**config.mk**
```make
export PLATFORM = sky130hd
export DESIGN_NAME = tcgd_top
export DESIGN_NICKNAME = d
export VERILOG_FILES = /design/src/rtl/tcgd_pkg.sv /design/src/rtl/tcgd_arm.sv /design/src/rtl/tcgd_lane.sv /design/src/rtl/tcgd_top.sv
export SDC_FILE = /design/constraint.sdc
export NUM_CORES = 1
export LEC_CHECK = 0
export BUFFER_PORTS_ARGS = -buffer_cell sky130_fd_sc_hd__buf_2
export CAP_MARGIN = 20
export CORE_UTILIZATION = 25
export CTS_CLUSTER_DIAMETER = 60
export DETAILED_ROUTE_END_ITERATION = 12
export SYNTH_ARGS = -nofsm -noshare
export SYNTH_HDL_FRONTEND = slang
export SYNTH_HIERARCHICAL = 1
export SYNTH_SLANG_ARGS = --single-unit
```
**constraint.sdc**
```tcl
create_clock -name clk_ref -period 3.84 [get_ports clk_ref]
set_clock_uncertainty 0.15 [all_clocks]
set_input_delay 0.768 -clock clk_ref [delete_from_list [all_inputs] [get_ports clk_ref]]
set_output_delay 0.768 -clock clk_ref [all_outputs]
set_load 0.03 [all_outputs]
```
**src/rtl/tcgd_pkg.sv**
```systemverilog
`timescale 1ns/1ps
// Shared counter type, lane states and configuration arithmetic.
package tcgd_pkg;
  // Internal counter width; top-level input widths must stay below this.
  localparam int unsigned CNT_W = 16;
  typedef logic [CNT_W-1:0] cnt_t;

  typedef enum logic [1:0] {LANE_IDLE, LANE_WAIT, LANE_RUN} lane_st_e;

  // Output clock period is never shorter than two reference periods.
  function automatic cnt_t fix_clk_div(cnt_t n);
    return (n < cnt_t'(2)) ? cnt_t'(2) : n;
  endfunction

  // Frame period of zero behaves as one.
  function automatic cnt_t fix_fs_div(cnt_t n);
    return (n == '0) ? cnt_t'(1) : n;
  endfunction

  // Phase cannot exceed the frame period.
  function automatic cnt_t fix_phase(cnt_t p, cnt_t d);
    return (p > d) ? d : p;
  endfunction

  // Pulse width lies between one and the frame period.
  function automatic cnt_t fix_width(cnt_t w, cnt_t d);
    cnt_t r;
    if (w == '0)   r = cnt_t'(1);
    else if (w > d) r = d;
    else            r = w;
    return r;
  endfunction

  // High part of the output clock: ceil(n/2).
  function automatic cnt_t high_part(cnt_t n);
    return n - (n >> 1);
  endfunction

  // Rising edges spent waiting after acceptance before the frame lane runs.
  function automatic cnt_t fs_lead(cnt_t d, cnt_t p);
    return cnt_t'(1) + d - p;
  endfunction
endpackage

```
**src/rtl/tcgd_arm.sv**
```systemverilog
`timescale 1ns/1ps
// Falling-edge trigger sampler and run flag.
module tcgd_arm (
  input  logic clk,
  input  logic rst_n,
  input  logic trig,
  input  logic enable,
  output logic accept,
  output logic running
);
  logic trig_seen;

  always_ff @(negedge clk or negedge rst_n) begin
    if (!rst_n) trig_seen <= 1'b0;
    else        trig_seen <= trig;
  end

  assign accept = enable && !running && trig_seen;

  always_ff @(posedge clk or negedge rst_n) begin
    if (!rst_n)      running <= 1'b0;
    else if (!enable) running <= 1'b0;
    else if (accept)  running <= 1'b1;
  end
endmodule

```
**src/rtl/tcgd_lane.sv**
```systemverilog
`timescale 1ns/1ps
// One divided output: waits a number of rising edges after load,
// then repeats a pattern that is high for hi_len out of every period edges.
module tcgd_lane
  import tcgd_pkg::*;
(
  input  logic clk,
  input  logic rst_n,
  input  logic clear,
  input  logic load,
  input  cnt_t lead,
  input  cnt_t period,
  input  cnt_t hi_len,
  output logic lvl
);
  lane_st_e st;
  cnt_t     wait_q;
  cnt_t     ph_q;

  always_ff @(posedge clk or negedge rst_n) begin
    if (!rst_n) begin
      st     <= LANE_IDLE;
      wait_q <= '0;
      ph_q   <= '0;
      lvl    <= 1'b0;
    end else if (clear) begin
      st     <= LANE_IDLE;
      wait_q <= '0;
      ph_q   <= '0;
      lvl    <= 1'b0;
    end else if (load) begin
      st     <= LANE_WAIT;
      wait_q <= lead;
      ph_q   <= '0;
      lvl    <= 1'b0;
    end else begin
      case (st)
        LANE_WAIT: begin
          wait_q <= wait_q - cnt_t'(1);
          if (wait_q <= cnt_t'(1)) st <= LANE_RUN;
        end
        LANE_RUN: begin
          lvl  <= (ph_q < hi_len);
          ph_q <= (ph_q >= period - cnt_t'(1)) ? '0 : ph_q + cnt_t'(1);
        end
        default: ;
      endcase
    end
  end
endmodule

```
**src/rtl/tcgd_top.sv**
```systemverilog
`timescale 1ns/1ps
// Triggered clock and frame-sync divider.
module tcgd_top
  import tcgd_pkg::*;
#(
  parameter int unsigned CDIV_W = 8,  // must be below CNT_W
  parameter int unsigned FSD_W  = 8   // must be below CNT_W
) (
  input  logic              clk_ref,
  input  logic              rst_n,
  input  logic              trig_in,
  input  logic              enable,
  input  logic [CDIV_W-1:0] clk_div,
  input  logic [FSD_W-1:0]  fs_div,
  input  logic [FSD_W-1:0]  fs_phase,
  input  logic [FSD_W-1:0]  fs_width,
  output logic              clk_out,
  output logic              fs_out
);
  logic accept;
  logic running;

  // Live, clamped view of the configuration inputs.
  cnt_t cd_now, fd_now, ph_now, w_now, lead_now;
  assign cd_now   = fix_clk_div(cnt_t'(clk_div));
  assign fd_now   = fix_fs_div(cnt_t'(fs_div));
  assign ph_now   = fix_phase(cnt_t'(fs_phase), fd_now);
  assign w_now    = fix_width(cnt_t'(fs_width), fd_now);
  assign lead_now = fs_lead(fd_now, ph_now);

  // Configuration held for the run.
  cnt_t cdiv_q, chi_q, fsd_q, fsw_q;

  always_ff @(posedge clk_ref or negedge rst_n) begin
    if (!rst_n) begin
      cdiv_q <= cnt_t'(2);
      chi_q  <= cnt_t'(1);
      fsd_q  <= cnt_t'(1);
      fsw_q  <= cnt_t'(1);
    end else if (accept) begin
      cdiv_q <= cd_now;
      chi_q  <= high_part(cd_now);
      fsd_q  <= fd_now;
      fsw_q  <= w_now;
    end
  end

  tcgd_arm u_arm (
    .clk     (clk_ref),
    .rst_n   (rst_n),
    .trig    (trig_in),
    .enable  (enable),
    .accept  (accept),
    .running (running)
  );

  tcgd_lane u_ck (
    .clk    (clk_ref),
    .rst_n  (rst_n),
    .clear  (!enable),
    .load   (accept),
    .lead   (cnt_t'(1)),
    .period (cdiv_q),
    .hi_len (chi_q),
    .lvl    (clk_out)
  );

  tcgd_lane u_fs (
    .clk    (clk_ref),
    .rst_n  (rst_n),
    .clear  (!enable),
    .load   (accept),
    .lead   (lead_now),
    .period (fsd_q),
    .hi_len (fsw_q),
    .lvl    (fs_out)
  );
endmodule

```
# Word level (Yosys, flattened, before mapping)
# Index checks and enable logic that the tools add are counted.
# word_totals
reg_bits	136
input_bits	36
out_inout_bits	2
elab_cells	85
# op_classes
addsub	9
order_cmp	9
eq_ne	11
mux	35
reduce_logical	7
# op_table
operator	n
two-way mux 16 bit	14
subtractor 16 x 1 -> 16 bit, second input constant	4
two-way mux 8 bit	5
adder 16 x 1 -> 16 bit, second input constant	2
greater-or-equal comparator 16 bit	2
<= comparator 16 x 1 -> 1 bit, second input constant	2
< comparator 16 bit	2
!= test 3 x 1 -> 1 bit, second input constant	6
> comparator 8 bit	2
logical NOT 8 bit	2
two-way mux 2 bit	8
subtractor 9 x 8 -> 10 bit	1
adder 1 x 8 -> 9 bit, first input constant	1
subtractor 8 x 7 -> 9 bit	1
< comparator 8 x 2 -> 1 bit, second input constant	1
two-way mux 1 bit	8
equality test 2 x 1 -> 1 bit, second input constant	2
equality test 2 bit, second input constant	2
AND reduction 2 bit	2
logical AND 1 bit	2
!= test 2 x 1 -> 1 bit, second input constant	1
logical NOT 1 bit	1

# Logic depth before layout (Yosys ltp)
# Gate-level depths: netlist of the first run.
# logic_depth
depth_word	7
mapped_depth	21
mapped_depth_nobuf	20

# Cells and area by module
# Netlist of the first run, hierarchy kept.
# by_module_without_submodules
module	instances	cells_each	area_each_um2	seq_area_each_um2
tcgd_lane (u_fs)	1	353	2970.3	875.8
tcgd_lane (u_ck)	1	346	2892.8	875.8
tcgd_top	1	282	2666.3	830.8
tcgd_arm	1	4	66.3	50.0

==> results of run 1 <==
cells in the final DEF, fill, tap and decap left out, types with 8 or more instances in the layout:
cell type / count
mux2i_1: 13
a21o_1: 16
buf_6: 15
nor3_1: 36
o311ai_2: 10
mux2_2: 14
nor2_1: 84
inv_1: 82
nor2b_1: 22
dfrtp_1: 100
nand4_1: 15
nor4_1: 9
xnor2_1: 37
buf_4: 67
nand3_1: 32
conb_1: 63
o21a_1: 10
buf_2: 33
o21ai_0: 25
nand2_1: 75
or3_1: 15
a21oi_1: 56
clkbuf_16: 9
nand3_2: 8
ha_1: 104
xor2_1: 17
final timing paths:
kind / cells past startpoint / endpoint / slack (ns)
min in group clk_ref: 2 / chi_q[0]$_DFFE_PN1P_ / 0.33
min: 2 / u_fs/ph_q[12]$_DFFE_PN0P_ / 0.30
min reg2reg: 2 / chi_q[0]$_DFFE_PN1P_ / 0.33
max: 8 / u_fs/ph_q[5]$_DFFE_PN0P_ / -0.39
max in group asynchronous: 1 / u_arm/trig_seen$_DFF_NN0_ / 1.54
max reg2reg: 8 / u_fs/ph_q[5]$_DFFE_PN0P_ / -0.39
timing repair:
item / 4_1_cts / 5_1_grt
gates resized for setup: 30 / 25
endpoints found under the setup margin: 67 / 69
pin swaps: 19 / 17
gates cloned: 2 / 0
buffers inserted: 14 / 4
endpoints found under the hold margin: 0 / 0
cell families (layout without fill, tap and decap cells):
logic type | after synthesis | count (layout)
flops | 105 | 105
simple gates | 352 | 352
xor+xnor | 55 | 55
mux | 28 | 28
fa+ha+maj | 112 | 112
compound gates | 209 | 209
buf+inv | 122 | 219
other cells | 2 | 64
power by group through the flow:
stage          clock, mW  sequential (mW)  combinational (mW)
3_3_place_gp           0             1.35               0.996
4_1_cts             1.13             1.34                1.07
3_5_place_dp           0             1.36                1.01
5_1_grt             1.17             1.36                1.23
2_1_floorplan          0             1.33               0.741
6_report            1.10             1.34                1.08
critical path, delay by kind of cell (launching register included):
| family | cells | cell delay [ns] |
|---|---|---|
| buf+inv | 1 | 0.16 |
| compound gates | 3 | 0.52 |
| simple gates | 4 | 1.08 |
| flops | 1 | 0.34 |
metrics by stage:
step / std cells / hold slack, ns
after floorplan: 1046 / 0.2946
after global placement: 1562 / 0.3122
after detailed placement: 1562 / 0.3165
after CTS: 1594 / 0.3003
after global routing: 1591 / 0.3282
final: 1592 / 0.3035
registers in the layout, indices dropped and copies added (netlist names):
signal and cells:
u_arm/trig_seen 1, fsd_q 8, u_ck/lvl 1, cdiv_q 8
u_fs/wait_q 16, u_fs/ph_q 16, u_fs/lvl 1, chi_q 9
u_ck/wait_q 16, u_arm/running 1, u_fs/st 2, u_ck/st 2
fsw_q 8, u_ck/ph_q 16
layout make-up:
cell class	instances	area [µm²]	share of cell area, %
diodes	1	2.502	0.02312
clock buffers	12	256.5	2.370
clock inverters	4	98.84	0.9134
inverters	85	319.1	2.948
multi-input cells	819	6053	55.94
flip-flops and latches	105	2633	24.33
well taps	448	560.5	5.180
repair buffers	118	898.4	8.302
metal layers:
| metal | global-route usage [%] | share of wire, % | vias to the layer above | wire [µm] |
|---|---|---|---|---|
| li1 | - | - | 3786 | - |
| met1 | 14.90 | 48 | 3478 | 9574 |
| met2 | 19.53 | 47 | 89 | 9527 |
| met3 | 2.176 | 2.7 | 24 | 541 |
| met4 | 4.034 | 2.3 | 0 | 457 |
| met5 | 0 | 0 | - | 0 |
==> run metrics, run 1 <==
status=finished, violations left; violated checks=negative setup slack; Synth top area share=29.11%; Synth Area in XOR/XNOR=5.604%; Num CTS Buffers=9; Netlist Area Pre-Place=8596 µm²; remaining antenna violation count=0; combinational power share=30.8%; Slowest-stage cell, CP=or4b_4; largest family of logic cells by synthesized area=simple AND/OR/NAND/NOR gates; crit path kind=flip-flop to flip-flop; hold crit path type=input pin to async pin; Net Sw Frac=30.97%; VDD IR-drop max=0.0002016 V; Async S/R FF share, synth=100.0%; Critical Path RT=3.99 ns; Final HPWL DP=15.03 mm; drt initial violations=345; normalized max-slew margin=55.56%; # IOs=38; pre-CTS setup slack=-0.6716 ns; Final Wtd Congestion=0.8531; Sum Neg Setup Slack=-12.33 ns; core area=33,700 µm²; Final WS setup=-0.3870 ns; CP startpoint=u_arm/trig_seen$_DFF_NN0_; Synth Area in Adders=16.56%; Avg Inst Size Synth=8.727 µm²; crit start category=flip-flop; CTS max path bufs=2; IO Port Bufs=37; CTS Sinks=105; Hold Vio Cnt, Final=0; Starting Density=25.51%; Die Width=187.4 µm; fraction of layout cells with a size suffix above 1=20.03%; critical path arrival=4.37 ns; Reg2Reg Launch Point=u_arm/trig_seen$_DFF_NN0_; Die Area=35,130 µm²; clock share of power=31.3%; Worst-path clk slew=0.07 ns; Setup violations, final=50; 1st-pass router iterations=4; NumNets Final=1,286; CP peak stage delay=0.56 ns; largest area contributor in the netlist=dfrtp_1; ys flop type=dfrtp_1; Max Cap Violations=0; Internal Dissipation=2.429 mW; clock root cell=clkbuf_16; DRC viols=0; PD cells=325.2 nW/µm²; slew at the pin closest to its max-slew limit=0.6652 ns; CTS H-tree depth=3; power consumption=3.519 mW; worst-path cell chain=and3b_4 -> or4b_4 -> nor2_2 -> nor4b_4 -> a21boi_4 -> buf_6 -> a21o_1 -> a22o_1; cts hold-fix bufs=0; RSZ-0062 raised after global routing=yes; DRT Wirelength=20.10 mm; fin util=32.11%; simple-gate share of the synthesized area=21.34%; sequential-to-total area share from yosys stat=30.63%; Switch Pwr=1.090 mW; Vias per Instance=4.634; wire per inst=12.63 µm; Slew Limit Fails=0; Synthesis Warnings=6; Synth top cells by count=ha_1 (109), dfrtp_1 (100), nor2_1 (86); post-route cell area=10,820 µm²; area post-placement=10,070 µm²; first-pass GRT wire length=33.98 mm; vias in the first global route=7,064; EDFF count, synth=0; most frequent cell after synthesis=ha_1; area growth from synthesis to layout=25.89%; GR Overflow Total=0; Die Y-Extent=187.4 µm; via count=7,377; largest net degree at the start of global routing=80; initial antenna violation count=1; crit end category=flip-flop; Synth Register Bits=105; Seq pwr share=38.0%; row count=67; post-synth cell types=80; CTS tree=yes; overall routing resource usage=11.64%; Clk Latency, worst-skew pair=0.36 ns; layout filler cell count=3,536; Mapped Cells=985; crit path max fanout=5; static leakage=4.918 nW; top cells by area, synth=dfrtp_1 (29%), ha_1 (16%), xnor2_1 (3.9%), nor2_1 (3.8%), a21oi_1 (3.7%); proportion of synthesized area in mux cells=3.479%; complex-gate fraction of the synthesized area=16.59%
(Power assumes the default switching activity.)
==> run 2: changes to the inputs <==
--- a/config.mk
+++ b/config.mk
@@ -8,6 +8,7 @@
 export BUFFER_PORTS_ARGS = -buffer_cell sky130_fd_sc_hd__buf_2
 export CAP_MARGIN = 20
 export CORE_UTILIZATION = 25
+export CTS_BUF_LIST = sky130_fd_sc_hd__clkbuf_4
 export CTS_CLUSTER_DIAMETER = 60
 export DETAILED_ROUTE_END_ITERATION = 12
 export SYNTH_ARGS = -nofsm -noshare
==> run 2 against run 1 <==
The run still ends with negative setup slack left. Core utilization is 0.26 points lower. Register-to-register slack better by 0.06 ns. Flip-flop and latch count unchanged. Power fell by 11%. Via count grew 0.26%. Clock power decreased by 34%. First-iteration DRC count decreased by 8.4%. Critical path depth unchanged. Global-route usage down 0.076 points. Count of clock-buffer cells in the layout is 2 lower. Non-clock buffer count is 4 higher. Wire length decreased by 0.10%. Critical path type unchanged.
==> run metrics, run 2 (same netlist as run 1, synthesis figures left out) <==
storage element area=2633 µm²; status=finished, violations left; CTS H-tree depth=3; normalized max-slew margin=55.61%; non-filler instance count after layout=1,596; Critical Path RT=4.12 ns; Die Area=35,130 µm²; crit end category=flip-flop; wire per inst=12.58 µm; overall routing resource usage=11.57%; RSZ-0062 raised after global routing=yes; slew at the pin closest to its max-slew limit=0.6645 ns; # IOs=38; Slew Limit Fails=0; Num CTS Buffers=9; Clk Latency, worst-skew pair=0.50 ns; via count=7,396; DRT Wirelength=20.08 mm; r2r setup slk=-0.32 ns; row count=67; hold crit path type=input pin to async pin; NumNets Final=1,290; cts hold-fix bufs=0; Sum Neg Setup Slack=-8.505 ns; PD cells=293.0 nW/µm²; core area=33,700 µm²; DRC viols=0; initial antenna violation count=1; CTS tree=yes; drt initial violations=316; CTS Sinks=105; static leakage=4.867 nW; Final WS setup=-0.3232 ns; footprint of the multi-input gates=6105 µm²; Hold Vio Cnt, Final=0; violated checks=negative setup slack; layout filler cell count=3,548; commonest non-fill, non-tap cell in the layout=ha_1; VDD IR-drop max=0.0001231 V; CTS max path bufs=2; Final HPWL DP=15.03 mm; worst-path cell chain=and3b_4 -> or4b_4 -> nor2_2 -> nor4b_4 -> a21boi_4 -> buf_6 -> a21oi_2 -> a21oi_1; Max Cap Violations=0; Vias per Instance=4.634; area growth from synthesis to layout=24.86%; Final Wtd Congestion=0.8531; Worst-path clk slew=0.16 ns; 1st-pass router iterations=5; crit start category=flip-flop; Slowest-stage cell, CP=or4b_4; Die Width=187.4 µm; crit path kind=flip-flop to flip-flop; Die Y-Extent=187.4 µm; most frequent cells in the layout=ha_1 (103), dfrtp_1 (100), nor2_1 (85); GR Overflow Total=0; Setup violations, final=40; vias in the first global route=7,018; critical path arrival=4.44 ns; IO Port Bufs=37; CP peak stage delay=0.56 ns; Placed Cells=1,562; largest net degree at the start of global routing=80; clock root cell=clkbuf_4; Starting Density=25.51%; fraction of layout cells with a size suffix above 1=20.58%; crit path max fanout=10; remaining antenna violation count=0; first-pass GRT wire length=33.80 mm
[run 2: cell types whose count changed in the layout (fill, tap and decap cells not counted), sizes merged]
cell,delta
clkbuf,-2
buf,+4
clkinv,+2
[run 2: path summary, 6_finish.rpt]
check                                           from                         to  cells past startpoint
max in group asynchronous                      rst_n  u_arm/trig_seen$_DFF_NN0_                      1
min                                            rst_n  u_fs/ph_q[12]$_DFFE_PN0P_                      2
min in group clk_ref            chi_q[0]$_DFFE_PN1P_       chi_q[0]$_DFFE_PN1P_                      2
max                        u_arm/trig_seen$_DFF_NN0_  u_fs/ph_q[10]$_DFFE_PN0P_                      8
max reg2reg                u_arm/trig_seen$_DFF_NN0_  u_fs/ph_q[10]$_DFFE_PN0P_                      8
min reg2reg                     chi_q[0]$_DFFE_PN1P_       chi_q[0]$_DFFE_PN1P_                      2
[run 2: power by group]
group,internal [mW],switching [mW]
Combinational,0.532,0.554
Sequential,1.23,0.108
Clock,0.334,0.389
Total,2.09,1.05
[run 2: what timing repair did]
action / 4_1_cts / 5_1_grt
endpoints found under the setup margin: 63 / 69
pin swaps: 17 / 12
gates cloned: 2 / 0
hold endpoints to repair: 0 / 0
gates resized for setup: 28 / 36
buffers inserted: 14 / 6
[run 2: critical path, delay by kind of cell, from the launching register on]
family / cells / cell delay, ns
simple gates: 4 / 1.09
compound gates: 3 / 0.46
flops: 1 / 0.36
buf+inv: 1 / 0.18
[run 2: through the flow]
stage	area [µm²]	utilization, %	total power, mW	worst slack, ns	hold slack, ns
after CTS	10570	31.36	3.144	-0.3219	0.1235
after global placement	10070	29.88	2.350	-0.5817	0.3122
final	10730	31.85	3.145	-0.3232	0.1509
after floorplan	8986	-	2.073	-0.4456	0.2946
after global routing	10730	31.84	3.378	-0.4257	0.1220
after detailed placement	10070	29.88	2.371	-0.6716	0.3165
[run 2: final cells by class]
class | instances | share of cell area [%]
multi-input cells | 819 | 56.88
flip-flops and latches | 105 | 24.53
repair buffers | 122 | 8.685
well taps | 448 | 5.223
inverters | 85 | 2.973
clock inverters | 6 | 0.9909
clock buffers | 10 | 0.6995
diodes | 1 | 0.02332
[run 2: routing by layer]
| layer | global-route usage [%] | vias to the layer above | share of wire, % |
|---|---|---|---|
| met5 | 0 | - | 0 |
| met4 | 3.815 | 0 | 2.4 |
| met3 | 2.308 | 26 | 2.9 |
| met2 | 19.22 | 95 | 47 |
| met1 | 14.94 | 3491 | 48 |
| li1 | - | 3784 | - |
